`config.mk`:
```
export PLATFORM = sky130hd
export DESIGN_NAME = sdram_bank_tracker
export DESIGN_NICKNAME = d
export VERILOG_FILES = /design/src/rtl/sdram_bank_tracker.sv
export SDC_FILE = /design/constraint.sdc
export NUM_CORES = 1
export LEC_CHECK = 0
export BUFFER_PORTS_ARGS = -buffer_cell sky130_fd_sc_hd__buf_2
export CAP_MARGIN = 20
export CORE_MARGIN = 8
export CORE_UTILIZATION = 65
export CTS_CLUSTER_SIZE = 8
export DETAILED_ROUTE_END_ITERATION = 10
export GPL_ROUTABILITY_DRIVEN = 0
export MAX_ROUTING_LAYER = met4
export PLACE_DENSITY = 0.85
export SYNTH_ARGS = -nofsm -noshare
export SYNTH_HDL_FRONTEND = slang
export SYNTH_SLANG_ARGS = --single-unit
```
`constraint.sdc`:
```
create_clock -name clk -period 5.1 [get_ports clk]
set_input_delay 1.02 -clock clk [delete_from_list [all_inputs] [get_ports clk]]
set_output_delay 1.02 -clock clk [all_outputs]
set_load 0.02 [all_outputs]
```
`src/rtl/sdram_bank_tracker.sv`:
```
module sdram_bank_tracker #(
  parameter int T_RCD     = 3,
  parameter int T_RP      = 3,
  parameter int T_XSR     = 8,
  parameter int BURST_LEN = 4,
  parameter int BA_W      = 2
) (
  input  logic                      clk,
  input  logic                      rst_n,
  input  logic                      cke,
  input  logic                      cs_n,
  input  logic                      ras_n,
  input  logic                      cas_n,
  input  logic                      we_n,
  input  logic [BA_W-1:0]           ba,
  input  logic                      a10,
  output logic                      illegal,
  output logic [BA_W-1:0]           illegal_bank,
  output logic [3*(1<<BA_W)-1:0]    bank_state
);
  localparam int NB = 1 << BA_W;
  localparam int CW = $clog2(T_RCD + T_RP + BURST_LEN + 1);
  localparam int XW = $clog2(T_XSR + 1);

  typedef enum logic [2:0] {
    ST_IDLE, ST_OPENING, ST_OPEN, ST_RD, ST_WR, ST_CLOSING, ST_RD_AP, ST_WR_AP
  } bst_t;

  logic          cke_q;
  logic [XW-1:0] xs_cnt;
  logic [NB-1:0] bad;
  logic [BA_W-1:0] sel;

  wire [2:0] rcw = {ras_n, cas_n, we_n};
  wire run     = cke_q & cke;
  wire live    = run & ~cs_n & (rcw != 3'b111);
  wire c_act   = rcw == 3'b011;
  wire c_ref   = rcw == 3'b001;
  wire c_lmr   = rcw == 3'b000;
  wire c_pre   = rcw == 3'b010;
  wire c_rd    = rcw == 3'b101;
  wire c_wr    = rcw == 3'b100;
  wire c_bst   = rcw == 3'b110;
  wire xs_hold = xs_cnt != '0;

  always_ff @(posedge clk) begin
    if (!rst_n) begin
      cke_q  <= 1'b1;
      xs_cnt <= '0;
    end else begin
      cke_q <= cke;
      if (!cke_q && cke) xs_cnt <= XW'(T_XSR - 1);
      else if (xs_hold)  xs_cnt <= xs_cnt - 1'b1;
    end
  end

  for (genvar b = 0; b < NB; b++) begin : g_bank
    bst_t          st;
    logic [CW-1:0] cnt;
    logic          ok;

    wire hit   = live & ((ba == BA_W'(b)) | (c_pre & a10));
    assign bad[b] = hit & (xs_hold | ~ok);
    wire apply = hit & ~bad[b];
    wire timed = (st != ST_IDLE) && (st != ST_OPEN);

    always_comb begin
      case (st)
        ST_IDLE:      ok = c_act | c_ref | c_lmr | c_pre;
        ST_OPEN:      ok = c_rd | c_wr | c_pre;
        ST_RD, ST_WR: ok = c_rd | c_wr | c_pre | c_bst;
        default:      ok = 1'b0;
      endcase
    end

    always_ff @(posedge clk) begin
      if (!rst_n) begin
        st  <= ST_IDLE;
        cnt <= '0;
      end else if (apply) begin
        if (c_act) begin
          st  <= ST_OPENING;
          cnt <= CW'(T_RCD - 2);
        end else if (c_pre && st != ST_IDLE) begin
          st  <= ST_CLOSING;
          cnt <= CW'(T_RP - 2);
        end else if (c_rd || c_wr) begin
          st  <= a10 ? (c_rd ? ST_RD_AP : ST_WR_AP) : (c_rd ? ST_RD : ST_WR);
          cnt <= a10 ? CW'(BURST_LEN + T_RP - 2) : CW'(BURST_LEN - 2);
        end else if (c_bst) begin
          st <= ST_OPEN;
        end
      end else if (timed) begin
        if (cnt == '0)
          st <= (st == ST_OPENING || st == ST_RD || st == ST_WR) ? ST_OPEN : ST_IDLE;
        else
          cnt <= cnt - 1'b1;
      end
    end

    assign bank_state[3*b +: 3] = st;
  end

  always_comb begin
    sel = '0;
    for (int i = NB - 1; i >= 0; i--)
      if (bad[i]) sel = BA_W'(i);
  end

  always_ff @(posedge clk) begin
    if (!rst_n) begin
      illegal      <= 1'b0;
      illegal_bank <= '0;
    end else begin
      illegal      <= |bad;
      illegal_bank <= sel;
    end
  end
endmodule

```
# --- Word level (Yosys, flattened, before mapping) ---
# Cells that the tools add are included.
# Widths: inputs -> output; s select.
word_totals:
  latch_bits: 0
  memories: 0
  ram_bits: 0
  romBits: 0
  out_inout_bits: 15
  inputBits: 10
  regBits: 36
classes:
  addsub: 5
  order_cmp: 0
  div: 0
  n_bitwise: 40
  n_reduce_logical: 59
  n_mux: 60
  n_shift: 0
  multipliers: 0
  eq_ne: 42
op_table:
  columns: ["op", "count"]
  rows:
  - ["$mux 4", 21]
  - ["$mux 3", 27]
  - ["$eq 3x2->1 const B", 10]
  - ["$reduce_and 3->1", 8]
  - ["$eq 3x3->1 const B", 7]
  - ["$ne 5x3->1 const B", 4]
  - ["$sub 4x1->4 const B", 5]
  - ["$reduce_bool 2->1", 9]
  - ["$and 1x1->1", 16]
  - ["$logic_not 4->1", 4]
  - ["$ne 4x2->1 const B", 4]
  - ["$eq 3x1->1 const B", 5]
  - ["$logic_not 3->1", 5]
  - ["$or 1x1->1", 14]
  - ["$mux 2", 6]
  - ["$ne 3x2->1 const B", 4]
  - ["$pmux 1 s3", 4]
  - ["$reduce_bool 3->1", 4]
  - ["$reduce_or 2->1", 6]
  - ["$not 1->1", 10]
  - ["$logic_and 1x1->1", 9]
  - ["$logic_or 1x1->1", 9]
  - ["$ne 2x2->1 const B", 4]
  - ["$eq 2x2->1 const B", 2]
  - ["other kinds (8)", 9]

# --- Longest topological paths before layout ---
# Gate-level depths: netlist of the first run.
logic_depth:
  depth_word: 12
  depth_mapped: 10

# --- Worst setup path before layout of the first run ---
# No wires, ideal clock.
synth_timing:
  path_kind: "input to register"
  from: "in we_n"
  to: "reg g_bank[2].cnt[2]"
  required_ns: 4.980
  setup_ns: 0.120
  arrival_ns: 2.482
  slack_ns: 2.499
  path_buffers: 1
  cell_stages: 7
  cell_sequence: "nand2b_1 buf_2 a2111o_1 a31oi_1 a21o_1 nor3_1 o31a_1"
synth_via:
  elab_chain_len: 12
  word_cells_on_any_way: 33
  cone_classes: "eq/ne: 9; mux: 4; bitwise: 15; reduce/logical: 5"
synth_lines:
  columns: ["element", "line", "text"]
  rows:
  - ["start: declaration", "14", "input logic we_n,"]
  - ["$eq 3x3->1, or another cell as far along", "41", "wire c_rd = rcw == 3'b101;"]
  - ["$or 1x1->1 (on tied branches) (2 in a row)", "70, 71, 69", null]
  - ["$or 1x1->1 (on tied branches)", "71, 69", null]
  - ["$pmux 1 s3", "68", "case (st)"]
  - ["$not 1->1", "63", "assign bad[b] = hit & (xs_hold | ~ok);"]
  - ["$or 1x1->1", "63", null]
  - ["$and 1x1->1", "63", null]
  - ["$not 1->1", "64", "wire apply = hit & ~bad[b];"]
  - ["$and 1x1->1", "64", null]
  - ["$ne 4x2->1 (no source line), or another cell as far along", null, null]
  - ["$reduce_and 3->1 (no source line)", null, null]
  - ["end signal: assignment", "83", "cnt <= CW'(T_RCD - 2);"]
  - ["end signal: assignment", "86", "cnt <= CW'(T_RP - 2);"]
  - ["end signal: assignment", "89", "cnt <= a10 ? CW'(BURST_LEN + T_RP - 2) : CW'(BURST_LEN - 2);"]
  - ["end: declaration", "59", "logic [CW-1:0] cnt;"]
# Parallel ways exist; a longest one is shown, timed or not.
# A chain may end at the register's enable or synchronous reset.

# --- Worst setup path after layout of the first run ---
layout_timing:
  from: "in ras_n"
  to: "reg g_bank[3].cnt[0]"
layout_via:
  elab_chain_len: 12
  word_cells_on_any_way: 33
  cone_classes: "eq/ne: 9; mux: 4; bitwise: 15; reduce/logical: 5"
layout_lines:
  columns: ["element", "line", "text"]
  rows:
  - ["start: declaration", "12", "input logic ras_n,"]
  - ["$eq 3x3->1, or another cell as far along", "41", null]
  - ["$or 1x1->1 (on tied branches) (2 in a row)", "70, 71, 69", null]
  - ["$or 1x1->1 (on tied branches)", "71, 69", null]
  - ["$pmux 1 s3", "68", null]
  - ["$not 1->1", "63", null]
  - ["$or 1x1->1", "63", null]
  - ["$and 1x1->1", "63", null]
  - ["$not 1->1", "64", null]
  - ["$and 1x1->1", "64", null]
  - ["$ne 4x2->1 (no source line), or another cell as far along", null, null]
  - ["$reduce_and 3->1 (no source line)", null, null]
  - ["end signal: assignment", "83", null]
  - ["end signal: assignment", "86", null]
  - ["end signal: assignment", "89", null]
  - ["end: declaration", "59", null]
# Parallel ways exist; a longest one is shown, timed or not.

==> results of run 1 <==
## metal layers
| layer | up-vias | GRT usage | wire, um |
|---|---|---|---|
| met1 | 1273 | 0.262 | 3030 |
| met4 | 0 | 0.0804 | 152 |
| met3 | 19 | 0.0449 | 390 |
| li1 | 1372 | - | - |
| met5 | - | - | 0 |
| met2 | 81 | 0.355 | 3290 |
## layout by cell type, fill, tap and decap left out, drive strengths merged, types with 3 or more instances in the layout
master / netlist / routed
a311o: 3 / 3
o211ai: 6 / 6
mux2i: 10 / 10
a31oi: 5 / 5
nor2b: 7 / 7
nor2: 24 / 24
or3b: 5 / 5
or2: 7 / 7
dfxtp: 36 / 36
nor3: 6 / 6
a311oi: 5 / 5
and3: 3 / 3
buf: 9 / 26
and3b: 5 / 5
and2: 5 / 5
o21ai: 24 / 24
a211oi: 11 / 11
nand4: 4 / 4
inv: 20 / 20
o211a: 4 / 4
nand3: 16 / 16
nand2b: 7 / 7
ha: 7 / 7
clkbuf: 14 / 8
mux2: 6 / 6
a21boi: 3 / 3
nand2: 43 / 43
a211o: 4 / 4
a21oi: 28 / 28
nor3b: 7 / 7
## final timing paths
check,from,end,slack (ps)
setup / recovery,ras_n,g_bank[3].cnt[0],2090
hold / removal,g_bank[3].cnt[3],g_bank[3].cnt[3],480
setup reg to reg,xs_cnt[0],g_bank[3].cnt[0],2320
hold reg to reg,g_bank[3].cnt[3],g_bank[3].cnt[3],480
## stage by stage
| step | total power (uW) | cell area, um2 | setup slack [ps] | hold slack, ps |
|---|---|---|---|---|
| floorplan | 502 | 2780 | 2500 | 439 |
| detailed placement | 549 | 2870 | 1830 | 464 |
| finish | 764 | 2960 | 2090 | 479 |
| global placement | 542 | 2870 | 1920 | 461 |
| global route | 806 | 2960 | 1890 | 505 |
| CTS | 760 | 2960 | 2120 | 477 |
## synthesized netlist by cell type, types with 3 or more instances
master / instances / area [um2]
a211o_1: 4 / 35.0
a211oi_1: 10 / 75.1
a21boi_0: 3 / 22.5
a21oi_1: 27 / 135
a311o_1: 3 / 30.0
a311oi_1: 4 / 35.0
a31oi_1: 5 / 31.3
and2_1: 5 / 31.3
and3_1: 3 / 18.8
and3b_1: 5 / 43.8
buf_2: 7 / 35.0
clkbuf_1: 14 / 52.6
dfxtp_1: 36 / 721
ha_1: 7 / 87.6
inv_1: 20 / 75.1
mux2_2: 6 / 67.6
mux2i_1: 10 / 100
nand2_1: 43 / 161
nand2b_1: 7 / 43.8
nand3_1: 16 / 80.1
nand4_1: 3 / 18.8
nor2_1: 24 / 90.1
nor2b_1: 7 / 43.8
nor3_1: 6 / 30.0
nor3b_1: 6 / 45.0
o211a_1: 4 / 40.0
o211ai_1: 6 / 45.0
o21ai_0: 22 / 110
or2_2: 6 / 37.5
or3b_2: 3 / 26.3
## cell families after synthesis
logic type / Yosys count / share of synthesized area
fa+ha+maj: 7 / 0.0315
flops: 36 / 0.259
compound gates: 113 / 0.282
simple gates: 151 / 0.293
xor+xnor: 2 / 0.00629
mux: 16 / 0.0602
buf+inv: 44 / 0.0679
## power by group
part	switching (uW)	internal [uW]	leakage (uW)
registers	17.8	301	0.000291
clock network	103	110	0.0000455
logic	140	92.7	0.000928
total	260	504	0.00127
## critical path, stage by stage
cell      delay, ps
buf_2           250
nand2b_1        310
a311o_1         420
a311oi_2        720
mux2i_1         310
nand2_1          80
a21oi_1         110
## final cells by class
type | instances | area [um2]
Clock buffer | 8 | 90.1
Fill cell | 351 | 1270
Inverter | 21 | 78.8
Sequential cell | 36 | 721
Multi-Input combinational cell | 289 | 1870
Tap cell | 52 | 65.1
Timing Repair Buffer | 26 | 133
## sequential cells by signal (all words and copies together) (netlist names)
register      cells
g_bank.st        12
cke_q             1
xs_cnt            4
illegal           1
g_bank.cnt       16
illegal_bank      2
==> results.yml, run 1 <==
outcome:
  status: "finished clean"
cts:
  hold_buffers: 0
  cts_buffers: 5
  root_buffer: "clkbuf_8"
  cts_tree: "done"
  clock-sinks: 36
  h-tree-depth: 2
  clock_latency_ps: 300
  cts_resized: 0
  clk_pin_slew_ps: 70
  post-cts-setup-buffers: 0
  clockBufferDepth: 2
synthesis:
  synthFlopType: "dfxtp_1"
  yosysSeqAreaShare: 0.259
  async_reset_ff_frac: 0
  syn_nets: 386
  ys_ff_latch: 36
  synthCells: 369
  synth_area_um2: 2780
  synth-edff-count: 0
  ys_types: 62
  synth_area_per_cell_um2: 7.54
  yosys_warnings: 0
worst_setup_path:
  required_ps: 5310
  path_class: "primary input to register"
  critPathMaxFanout: 18
  rr_worst_depth: 8
  critPathCaptureType: "register"
  start_kind: "primary input"
  cp.arrival_ps: 3220
power_and_ir_drop:
  p_leak_uw: 0.00127
  ir_drop_mv: 0.129
  powerDensity_nw_per_um2: 258
finish:
  drive_above_1_share: 0.147
  syn2layout_area_growth_pct: 6.38
  fin_cells: 432
  fin_util: 0.699
  diodes: 0
  nets: 396
grt:
  grt_pass1_wl_mm: 11.2
  antenna_found_initial: 0
  grt_usage: 0.219
  grt_max_degree: 27
  grt_pass1_vias: 2478
  grt-ovfl-total: 0
routing:
  firstDrtPassIters: 6
  wl_mm: 6.86
  via_per_inst: 6.35
  num_vias: 2745
  drt-wirelength-per-cell_um: 15.9
  ant_nets: 0
  first_iter_violations: 247
  remaining_drc_errors: 0
flow_run:
  maxCapViolations: 0
sta:
  worstMarginPinSlew_ps: 878
  fmax_ghz: 0.332
  finalHoldViolCount: 0
  slew_violations: 0
  relSlewSlack: 0.415
  post-route-period-util: 0.591
  clock_skew_ps: 3.60
  min_period_ps: 3010
  setup_tns_ps: 0
  setup_viol: 0
  rsz0062_at_grt: "no"
floorplanning:
  core-area_um2: 4230
  io-pin-count: 25
  rows: 24
  start_util: 0.658
  chipHeight_um: 81.4
  die_area_um2: 6630
  die_x_um: 81.4
min_path:
  hold_depth: 2
  hp-class: "register to register"
placement:
  io_buffers: 24
  hpwl_mm: 4.86
  numPlacedInstances: 423
Power figures use the tool's default switching activity.
==> run 2, diff against run 1 <==
--- a/config.mk
+++ b/config.mk
@@ -8,12 +8,12 @@
 export BUFFER_PORTS_ARGS = -buffer_cell sky130_fd_sc_hd__buf_2
 export CAP_MARGIN = 20
 export CORE_MARGIN = 8
-export CORE_UTILIZATION = 65
+export CORE_UTILIZATION = 54
 export CTS_CLUSTER_SIZE = 8
 export DETAILED_ROUTE_END_ITERATION = 10
 export GPL_ROUTABILITY_DRIVEN = 0
 export MAX_ROUTING_LAYER = met4
-export PLACE_DENSITY = 0.85
+export PLACE_DENSITY = 0.75
 export SYNTH_ARGS = -nofsm -noshare
 export SYNTH_HDL_FRONTEND = slang
 export SYNTH_SLANG_ARGS = --single-unit
==> constraint.sdc (replaced) <==
create_clock -name clk -period 2.75 [get_ports clk]
set_input_delay 0.55 -clock clk [delete_from_list [all_inputs] [get_ports clk]]
set_output_delay 0.55 -clock clk [all_outputs]
set_load 0.02 [all_outputs]
==> run 2 against run 1 <==
Sequential share of layout area decreased by 0.80 points; register-to-register slack got worse by 2100 ps; clock-buffer cell count unchanged; combinational power increased by 100%; die area increased by 16%; clock skew decreased by 0.88 ps; critical path depth increased by 2; cell area increased by 3.4%; first-iteration DRC count decreased by 36%.
==> results.yml, run 2 (same netlist as run 1, synthesis figures left out) <==
outcome:
  status: "finished clean"
grt:
  grt_usage: 0.193
  antenna_found_initial: 0
  grt_pass1_wl_mm: 11.5
  grt_max_degree: 19
  grt-ovfl-total: 0
  grt_pass1_vias: 2405
power_and_ir_drop:
  p_sw_uw: 487
  netSwitchingFraction: 0.339
  p_leak_uw: 0.00131
  powerDensity_nw_per_um2: 469
  pwr-share-seq: 0.410
  pwr-share-clk: 0.267
  internal-power_uw: 949
  ir_drop_mv: 0.263
  power_frac_comb: 0.323
sta:
  min_period_ps: 2490
  finalHoldViolCount: 0
  worstMarginPinSlew_ps: 617
  clock_skew_ps: 2.72
  setup_tns_ps: 0
  post-route-period-util: 0.907
  slew_violations: 0
  relSlewSlack: 0.585
  fmax_ghz: 0.401
  rsz0062_at_grt: "no"
  setup_viol: 0
routing:
  wl_mm: 7.20
  first_iter_violations: 157
  drt-wirelength-per-cell_um: 15.6
  via_per_inst: 6.02
  ant_nets: 0
  firstDrtPassIters: 5
  remaining_drc_errors: 0
  num_vias: 2767
floorplanning:
  chipHeight_um: 87.8
  die_area_um2: 7710
  start_util: 0.552
  die_x_um: 87.8
  rows: 26
  io-pin-count: 25
  core-area_um2: 5040
cts:
  cts_resized: 0
  clock_latency_ps: 280
  clk_pin_slew_ps: 70
  h-tree-depth: 2
  clockBufferDepth: 2
  root_buffer: "clkbuf_8"
  post-cts-setup-buffers: 0
  clock-sinks: 36
  cts_buffers: 5
  cts_tree: "done"
  hold_buffers: 0
finish:
  diodes: 0
  final_cell_mix: "nand2_1, dfxtp_1, a21oi_1"
  drive_above_1_share: 0.169
  final_common_cell: "nand2_1"
  fin_cells: 460
  largest_register_ffs: 16
  syn2layout_area_growth_pct: 9.98
  reg_top3: "g_bank.cnt: 16 flops, g_bank.st: 12 flops, xs_cnt: 4 flops"
  nets: 406
  top_register: "g_bank.cnt"
min_path:
  hp-class: "register to register"
flow_run:
  maxCapViolations: 0
placement:
  numPlacedInstances: 452
  hpwl_mm: 5.36
  io_buffers: 24
worst_setup_path:
  required_ps: 2970
  critPathMaxFanout: 12
  critPathCaptureType: "register"
  cp.arrival_ps: 2720
  start_kind: "register"
  path_class: "register to register"
[run 2: changes by cell type in the layout (fill, tap and decap cells not counted), sizes merged]
cell / previous run / this run
buf: 26 / 36
[run 2: worst max-delay path, stage by stage, from the launching register on]
cell and delay [ps]:
dfxtp_1 310, inv_1 110, ha_1 190, or3b_1 500, a311o_1 420, a311oi_2 210, buf_4 230, mux2i_1 250
nand2_1 90, a21oi_2 120
[run 2: layout make-up]
class / count / area [um2]
clock buffers: 8 / 90.1
fillers: 473 / 1980
inverters: 21 / 78.8
multi-input cells: 289 / 1870
flip-flops and latches: 36 / 721
well taps: 70 / 87.6
repair buffers: 36 / 210
[run 2: per-layer routing]
layer	routed length [um]	global-route usage	vias to the layer above
li1	-	-	1391
met1	3250	0.240	1272
met2	3370	0.305	90
met3	461	0.0441	14
met4	116	0.0547	0
met5	0	-	-
[run 2: worst paths after layout]
kind         cells after the start  slack, ps              from               end
min reg2reg                      2        470  g_bank[3].cnt[3]  g_bank[3].cnt[3]
max reg2reg                      9        260         xs_cnt[0]  g_bank[3].cnt[1]
min                              2        470  g_bank[3].cnt[3]  g_bank[3].cnt[3]
max                              9        260         xs_cnt[0]  g_bank[3].cnt[1]
[run 2: power by group through the flow]
stage	clock [uW]	sequential, uW	combinational (uW)
floorplan	0	598	332
global placement	0	600	440
detailed placement	0	601	449
CTS	401	589	452
global route	420	595	504
finish	384	589	463
[run 2: stage by stage]
| step | hold slack, ps | util | power, uW | area (um2) | setup WS (ps) |
|---|---|---|---|---|---|
| 2_1_floorplan | 439 | - | 931 | 2780 | 498 |
| 3_3_place_gp | 454 | 0.589 | 1040 | 2970 | 239 |
| 3_5_place_dp | 463 | 0.589 | 1050 | 2970 | 182 |
| 4_1_cts | 469 | 0.607 | 1440 | 3060 | 265 |
| 5_1_grt | 478 | 0.607 | 1520 | 3060 | 107 |
| 6_report | 474 | 0.607 | 1440 | 3060 | 257 |
